<file path="src/rtl/intwin_pkg.sv">
package intwin_pkg;
  typedef enum logic [1:0] {
    ST_IDLE      = 2'd0,
    ST_DISCARD   = 2'd1,
    ST_INTEGRATE = 2'd2,
    ST_DONE      = 2'd3
  } intwin_state_e;
endpackage

</file>
<file path="src/rtl/intwin_edge.sv">
module intwin_edge (
  input  logic clk_i,
  input  logic rst_ni,
  input  logic cfg_edge_i,
  input  logic trig_i,
  output logic start_o,
  output logic stop_o
);
  logic trig_q, rise, fall;

  always_ff @(posedge clk_i or negedge rst_ni) begin
    if (!rst_ni) trig_q <= 1'b0;
    else         trig_q <= trig_i;
  end

  assign rise    = trig_i & ~trig_q;
  assign fall    = ~trig_i & trig_q;
  assign start_o = cfg_edge_i ? fall : rise;
  assign stop_o  = cfg_edge_i ? rise : fall;
endmodule

</file>
<file path="src/rtl/intwin_seq.sv">
module intwin_seq
  import intwin_pkg::*;
#(
  parameter int unsigned CNT_W  = 6,
  parameter int unsigned DISC_W = 8,
  parameter int unsigned LOOP_W = 8
) (
  input  logic              clk_i,
  input  logic              rst_ni,
  input  logic              start_i,
  input  logic              stop_i,
  input  logic              flt_valid_i,
  input  logic              cfg_var_i,
  input  logic [DISC_W-1:0] cfg_discard_i,
  input  logic [CNT_W-1:0]  cfg_count_i,
  input  logic [LOOP_W-1:0] cfg_loops_i,
  output intwin_state_e     state_o,
  output logic              acc_clr_o,
  output logic              acc_add_o,
  output logic              publish_o,
  output logic              clr_req_o
);
  intwin_state_e     state_q, state_d;
  logic [DISC_W-1:0] disc_q, disc_d;
  logic [CNT_W-1:0]  int_q, int_d;
  logic [LOOP_W-1:0] loop_q, loop_d;
  logic              active, close;

  assign active = (state_q == ST_DISCARD) || (state_q == ST_INTEGRATE);
  assign close  = cfg_var_i & stop_i & active;

  always_comb begin
    state_d   = state_q;
    disc_d    = disc_q;
    int_d     = int_q;
    loop_d    = loop_q;
    acc_clr_o = 1'b0;
    acc_add_o = 1'b0;
    publish_o = 1'b0;
    clr_req_o = start_i | close;
    if (start_i) begin
      // restart wins over everything in any state
      state_d   = (cfg_discard_i == '0) ? ST_INTEGRATE : ST_DISCARD;
      disc_d    = '0;
      int_d     = '0;
      loop_d    = '0;
      acc_clr_o = 1'b1;
    end else if (close) begin
      state_d   = ST_DONE;
      acc_clr_o = 1'b1;
    end else begin
      unique case (state_q)
        ST_DISCARD: if (flt_valid_i) begin
          if (disc_q == cfg_discard_i - DISC_W'(1)) begin
            state_d = ST_INTEGRATE;
            disc_d  = '0;
          end else begin
            disc_d = disc_q + DISC_W'(1);
          end
        end
        ST_INTEGRATE: if (flt_valid_i) begin
          acc_add_o = 1'b1;
          if (int_q == cfg_count_i) begin
            publish_o = 1'b1;
            int_d     = '0;
            if (!cfg_var_i) begin
              if (loop_q == cfg_loops_i) state_d = ST_DONE;
              else                       loop_d  = loop_q + LOOP_W'(1);
            end
          end else begin
            int_d = int_q + CNT_W'(1);
          end
        end
        ST_DONE:  state_d = ST_IDLE;
        default:  state_d = ST_IDLE;
      endcase
    end
  end

  always_ff @(posedge clk_i or negedge rst_ni) begin
    if (!rst_ni) begin
      state_q <= ST_IDLE;
      disc_q  <= '0;
      int_q   <= '0;
      loop_q  <= '0;
    end else begin
      state_q <= state_d;
      disc_q  <= disc_d;
      int_q   <= int_d;
      loop_q  <= loop_d;
    end
  end

  assign state_o = state_q;
endmodule

</file>
<file path="src/rtl/intwin_acc.sv">
module intwin_acc #(
  parameter int unsigned DATA_W = 16,
  parameter int unsigned SHIFT  = 6,
  localparam int unsigned ACC_W = DATA_W + SHIFT
) (
  input  logic              clk_i,
  input  logic              rst_ni,
  input  logic              clr_i,
  input  logic              add_i,
  input  logic              publish_i,
  input  logic [DATA_W-1:0] data_i,
  output logic [DATA_W-1:0] res_o,
  output logic              res_valid_o
);
  logic signed [ACC_W-1:0] acc_q, sum;

  assign sum = acc_q + ACC_W'($signed(data_i));

  always_ff @(posedge clk_i or negedge rst_ni) begin
    if (!rst_ni) begin
      acc_q       <= '0;
      res_o       <= '0;
      res_valid_o <= 1'b0;
    end else begin
      res_valid_o <= publish_i;
      if (clr_i)      acc_q <= '0;
      else if (add_i) acc_q <= publish_i ? '0 : sum;
      // fixed scaling: keep the upper DATA_W bits of the sum
      if (publish_i)  res_o <= sum[ACC_W-1:SHIFT];
    end
  end
endmodule

</file>
<file path="src/rtl/intwin_ctrl.sv">
module intwin_ctrl
  import intwin_pkg::*;
#(
  parameter int unsigned DATA_W  = 16,
  parameter int unsigned MAX_INT = 64,
  parameter int unsigned DISC_W  = 8,
  parameter int unsigned LOOP_W  = 8,
  localparam int unsigned CNT_W  = $clog2(MAX_INT)
) (
  input  logic              clk_i,
  input  logic              rst_ni,
  input  logic              cfg_edge_i,
  input  logic              cfg_var_i,
  input  logic [DISC_W-1:0] cfg_discard_i,
  input  logic [CNT_W-1:0]  cfg_count_i,
  input  logic [LOOP_W-1:0] cfg_loops_i,
  input  logic              trig_i,
  input  logic [DATA_W-1:0] flt_data_i,
  input  logic              flt_valid_i,
  output logic [DATA_W-1:0] res_o,
  output logic              res_valid_o,
  output logic              flt_clr_o
);
  intwin_state_e state;
  logic start, stop, acc_clr, acc_add, publish, clr_req;

  intwin_edge i_edge (
    .clk_i, .rst_ni, .cfg_edge_i, .trig_i,
    .start_o (start),
    .stop_o  (stop)
  );

  intwin_seq #(.CNT_W(CNT_W), .DISC_W(DISC_W), .LOOP_W(LOOP_W)) i_seq (
    .clk_i, .rst_ni,
    .start_i     (start),
    .stop_i      (stop),
    .flt_valid_i,
    .cfg_var_i, .cfg_discard_i, .cfg_count_i, .cfg_loops_i,
    .state_o     (state),
    .acc_clr_o   (acc_clr),
    .acc_add_o   (acc_add),
    .publish_o   (publish),
    .clr_req_o   (clr_req)
  );

  intwin_acc #(.DATA_W(DATA_W), .SHIFT(CNT_W)) i_acc (
    .clk_i, .rst_ni,
    .clr_i       (acc_clr),
    .add_i       (acc_add),
    .publish_i   (publish),
    .data_i      (flt_data_i),
    .res_o,
    .res_valid_o
  );

  always_ff @(posedge clk_i or negedge rst_ni) begin
    if (!rst_ni) flt_clr_o <= 1'b0;
    else         flt_clr_o <= clr_req;
  end
endmodule

</file>
<file path="config.mk">
export PLATFORM = sky130hd
export DESIGN_NAME = intwin_ctrl
export DESIGN_NICKNAME = d
export VERILOG_FILES = /design/src/rtl/intwin_pkg.sv /design/src/rtl/intwin_edge.sv /design/src/rtl/intwin_seq.sv /design/src/rtl/intwin_acc.sv /design/src/rtl/intwin_ctrl.sv
export SDC_FILE = /design/constraint.sdc
export NUM_CORES = 1
export LEC_CHECK = 0
export BUFFER_PORTS_ARGS = -buffer_cell sky130_fd_sc_hd__buf_2
export CORE_MARGIN = 4
export CORE_UTILIZATION = 40
export DETAILED_ROUTE_END_ITERATION = 7
export HOLD_SLACK_MARGIN = 0.02
export PLACE_DENSITY = 0.62
export SETUP_SLACK_MARGIN = 0.05
export SYNTH_ARGS = -nofsm -noshare
export SYNTH_HDL_FRONTEND = slang
export SYNTH_SLANG_ARGS = --single-unit
export TNS_END_PERCENT = 50
</file>
<file path="constraint.sdc">
create_clock -name clk_i -period 3.5 [get_ports clk_i]
set_clock_uncertainty 0.1 [all_clocks]
set_input_delay 0.525 -clock clk_i [delete_from_list [all_inputs] [get_ports clk_i]]
set_output_delay 0.525 -clock clk_i [all_outputs]
set_load 0.05 [all_outputs]
</file>
Yosys cells after proc, flatten, opt, wreduce, memory -nomap -nowiden
Cells that the tools add are included.

storage, ports and cells
  bits in registers = 65
  bits of input ports = 44
  logic and storage cells = 89

cells by class
  add/sub/neg operators = 5
  eq/ne operators = 14
  multiplexer cells = 43
  bitwise operators = 7
  reductions and logical operators = 11

operator list
  cell                 number
  $mux 8               12
  $mux 22              3
  $mux 6               5
  $ne 4x2->1 const B   6
  $add 22x16->22       1
  $mux 2               9
  $add 8x1->8 const B  2
  $eq 8x8->1           2
  $mux 1               13
  $reduce_and 6->1     2
  $reduce_bool 2->1    5
  $logic_not 8->1      1
  $sub 8x1->8 const B  1
  $add 6x1->6 const B  1
  $eq 6x6->1           1
  $ne 2x1->1 const B   3
  $reduce_and 3->1     2
  $and 1x1->1          4
  $pmux 2 s2           1
  $eq 2x1->1 const B   1
  $eq 2x2->1 const B   1
  $not 1->1            2
  $logic_or 1x1->1     1
  $or 1x1->1           1

Longest topological paths before layout
  depth in word-level cells = 10
  depth in mapped cells = 11
  depth with buffers taken out = 10

Cells and area by module
From an unflattened synthesis, not the netlist that was laid out.

unflattened totals
  cells, all modules = 480
  area total of the unflattened synthesis = 4,524.3 um^2

modules (own cells, without submodules)
  module       times used  cells each  area an instance (um^2)
  intwin_acc   1           271         2,643.8
  intwin_seq   1           203         1,796.7
  intwin_edge  1           5           58.8
  intwin_ctrl  1           1           25.0

Worst setup path before layout
OpenSTA, ideal clock, no wires.

  path type = input -> register
  from = in flt_data_i[0]
  to = reg i_acc.res_o[8]
  setup time = 0.128 ns
  arrival time = 2.400 ns
  required time = 3.272 ns
  setup slack = 0.872 ns
  stages = 10
  buffers on the path = 0
  cell sequence = ha_1 inv_1 fa_1 nor2b_1 o21ai_1 a211oi_1 nor2_1 o31ai_1 xor2_1 mux2_1

on the way
  cells in the longest elaborated chain, start to end = 1

ends and longest elaborated chain
  item                  line               RTL
  start, declared       intwin_ctrl.sv:18  input logic [DATA_W-1:0] flt_data_i,
  $add 22x16->22        intwin_acc.sv:17   assign sum = acc_q + ACC_W'($signed(data_i));
  end signal, assigned  intwin_acc.sv:29   if (publish_i) res_o <= sum[ACC_W-1:SHIFT];
  end, declared         intwin_acc.sv:12   output logic [DATA_W-1:0] res_o,

Every way passes these cells.
A chain may end at the register's enable or synchronous reset.

Final worst setup path
  from = reg i_seq.state_q[0] (netlist: i_seq.state_o[0])
  to = reg i_acc.res_o[4]

on the way
  cells in the longest elaborated chain, start to end = 5
  elaborated cells between the ends (all ways) = 7
  classes of those cells = 2 x eq/ne; 3 x mux; 1 x bitwise; 1 x reduce/logical

ends and longest elaborated chain
  item                                      line                                RTL
  start, declared                           intwin_seq.sv:23                    intwin_state_e state_q, state_d;
  start signal, assigned                    intwin_seq.sv:87                    state_q <= state_d;
  $eq 2x1->1 or $eq 2x2->1 (tied branches)  intwin_seq.sv:29, intwin_seq.sv:52
  $logic_or 1x1->1                          intwin_seq.sv:29                    assign active = (state_q == ST_DISCARD) || (state_q == ST_INTEGRATE);
  $and 1x1->1                               intwin_seq.sv:30                    assign close = cfg_var_i & stop_i & active;
  $mux 1 (*)                                intwin_seq.sv:48                    end else if (close) begin
  $mux 1 (*)                                intwin_seq.sv:41                    if (start_i) begin

Mark *: on every way between the ends. The rest lies on a longest branch, timed or not.

==> key figures <==
Outcome
  – Status: completed

Synth
  – Seq/Total Area, Yosys: 0.370
  – Post-synth net total: 539
  – Synth unique cells: just under 70
  – Flops & latches, synth: 65
  – Yosys warnings: 0
  – Post-synth top flop: dfrtp_1
  – Yosys top cell area share: 0.370
  – Mapped Cells: approximately 470
  – Top cells by area, synth: dfrtp_1 (37%), ha_1 (8.0%), xnor2_1 (5.8%)
  – Post-Syn Area: 4390 µm²
  – Post-synthesis async set-or-reset flop share: 1.00
  – Post-synth EDFFs: 0
  – Syn_area_per_cell: roughly 9.4 µm²
  – Synth area leader: dfrtp_1

Clock network
  – CTS sink cnt: 65
  – Root Driver: clkbuf_8
  – Total CTS buffers: 9
  – Hold-fix buffers, CTS: 0
  – Clock latency on the worst-skew pair: 0.35 ns
  – CTS tree: built
  – Worst-path clk slew: about 0.080 ns
  – Max H-tree Level: 3
  – PostCTS Resize Cnt: 0
  – Clock Path Buffers: 2
  – Number of setup buffers added after CTS: 0

Power
  – Leakage power: ~2.4 nW
  – Power Density: between 600 and 700 nW/µm²
  – Total power: 3.46 mW
  – Peak supply drop: 374 µV

Placed design
  – Gpl congestion: about 0.87
  – Pre-CTS setup slack: approximately 0.4 ns
  – Post-Place Cells: ~650
  – Port Buffers: 61
  – Detailed placement HPWL: about 7600 µm
  – DP Area: about 4800 µm²

Drt
  – Vias per Instance: 5.48
  – DR DRC count: 0
  – Detailed-route wire length per cell: around 15 µm
  – Iteration-0 DRC count of the detailed router: between 100 and 150
  – Vias: between 3,000 and 4,000
  – Detailed Routing Iterations Pass 1: 4
  – Final wirelength: ~10,000 µm
  – Post-DRT Antenna Nets: 0

Timing
  – Final hold violations: 0
  – Fin worst setup slack: about 0.63 ns
  – RSZ-0062 raised after global routing: false
  – Setup TNS: 0 ns
  – Max transition margin: 0.359
  – Max Freq: 349 MHz
  – Hold WS: between 0.2 and 0.25 ns
  – Fin crit share: 0.820
  – Final setup violation count: 0
  – Max-slew violations: 0
  – Crit path time final: around 2.9 ns
  – Worst-Margin Slew: 0.961 ns

Cells and area
  – Fin area: approximately 5000 µm²
  – Leading cell type in the layout, fill and taps excluded: dfrtp_1
  – Layout filler cell count: approximately 1,000
  – Non-Filler Instances: roughly 670
  – Proportion of layout cells with a drive suffix above 1: 0.191
  – Area Growth Syn to Fin: 14.2%
  – Area of the multi-input gates: 2640 µm²
  – Final Util: 0.477
  – Commonest non-fill, non-tap cells in the layout: dfrtp_1 (65), buf_2 (61), nand2_1 (47)
  – Storage element area: 1630 µm²
  – N_diodes: 0
  – Layout Nets: around 600

GRT
  – Vias in the first global route: ~3,700
  – Global route total overflow: 0
  – First-pass GRT wire length: approximately 17,000 µm
  – All-Layer GR Usage: 0.164
  – Initial antenna violation count: 0
  – Largest net degree at the start of global routing: 41

Setup path
  – Worst setup SP type: flop
  – Slowest library cell on the worst path: or3_1
  – CP Max Fanout: 15
  – Critical path class: flop to flop
  – Cell depth of the worst flop-to-flop path: 8
  – Setup crit start: i_seq.state_o[0]
  – CP Data Arrival Time: about 3 ns
  – Setup crit end: i_acc.res_o[4]
  – Crit-path cells: inv_1 -> ha_1 -> and2b_1 -> nor2b_1 -> o22ai_1 -> or3_1 -> inv_2 -> mux2_2
  – Worst r2r dst: i_acc.res_o[4]
  – Crit. End Element: flop
  – R2R Setup Slk: about 0.63 ns
  – Slowest stage delay, CP: 0.59 ns
  – Reg2reg start: i_seq.state_o[0]
  – WP data required: 3.63 ns

Worst hold path
  – Hold Crit Class: input pin to asynchronous set/reset pin

Floorplan
  – FP Rows: 37
  – Chip Width: around 110 µm
  – Num ports: a little over 60
  – Core ar.: roughly 11,000 µm²
  – Die area: roughly 13,000 µm²
  – Die height: between 100 and 150 µm
  – Starting density of the core: 0.418

Job
  – Max cap viols: 0
==> synthesized netlist by cell type, drive strengths merged, types with 4 or more instances <==
cell / number
a211oi: 5
a21o: 6
a21oi: 27
a22o: 14
a31oi: 7
and3: 10
clkbuf: 10
dfrtp: 65
ha: 28
inv: 18
mux2: 14
nand2: 47
nand3: 15
nand3b: 4
nand4: 6
nor2: 21
nor2b: 7
nor3: 10
o21a: 4
o21ai: 38
o221ai: 4
o31ai: 4
or3: 4
xnor2: 29
xor2: 22
==> layout make-up <==
cell class                 count  share of cell area
tap                          136              0.0339
clock buffer                  12              0.0329
sequential                    65               0.324
clock inverter                 3             0.00299
multi-input combinational    370               0.525
timing repair buffer          65              0.0669
inverter                      18              0.0135
==> report_power, final <==
| group | switching (mW) | total (mW) | leakage [nW] | internal [mW] |
|---|---|---|---|---|
| Clock | 0.297 | 0.605 | 0.0980 | 0.308 |
| Sequential | 0.158 | 1.11 | 0.862 | 0.954 |
| Combinational | 1.05 | 1.75 | 1.43 | 0.695 |
==> worst max-delay path: cells and delay by family (launching register included) <==
kind / cells / cell delay, ns
simple gates: 3 / 1.00
buf+inv: 2 / 0.41
flops: 1 / 0.37
mux: 1 / 0.37
fa+ha+maj: 1 / 0.28
compound gates: 1 / 0.20
==> worst min-delay path by stage <==
stage / start / end / cells after the start
after floorplan: rst_ni / flt_clr_o / 0
after global placement: i_acc.res_o[7] / i_acc.res_o[7] / 1
after detailed placement: i_acc.res_o[3] / i_acc.res_o[3] / 1
after CTS: rst_ni / i_acc.acc_q[8] / 1
after global routing: trig_i / i_edge.trig_q / 1
final: rst_ni / i_seq.int_q[2] / 1
==> cell families after synthesis <==
family	Yosys count	synth area share
adder cells (fa/ha/maj)	29	0.0844
flip-flops	65	0.370
buffers and inverters	31	0.0302
AO/OA/AOI/OAI	136	0.208
XOR/XNOR	51	0.102
multiplexers	14	0.0359
AND/OR/NAND/NOR	140	0.170
==> state kept, by name, indices dropped and copies added, names as in the netlist <==
register,count
i_acc.acc_q,22
i_acc.res_o,16
i_seq.disc_q,8
i_seq.loop_q,8
i_seq.int_q,6
i_seq.state_o,2
flt_clr_o,1
i_acc.res_valid_o,1
i_edge.trig_q,1
==> layer usage <==
layer | vias to the layer above | global-route usage | routed length, µm
met1 | 1753 | 0.214 | 4710
met5 | - | 0 | 0
met2 | 68 | 0.274 | 4860
li1 | 1840 | - | -
met4 | 0 | 0.0457 | 116
met3 | 8 | 0.0385 | 438
(Power assumes the default switching activity.)
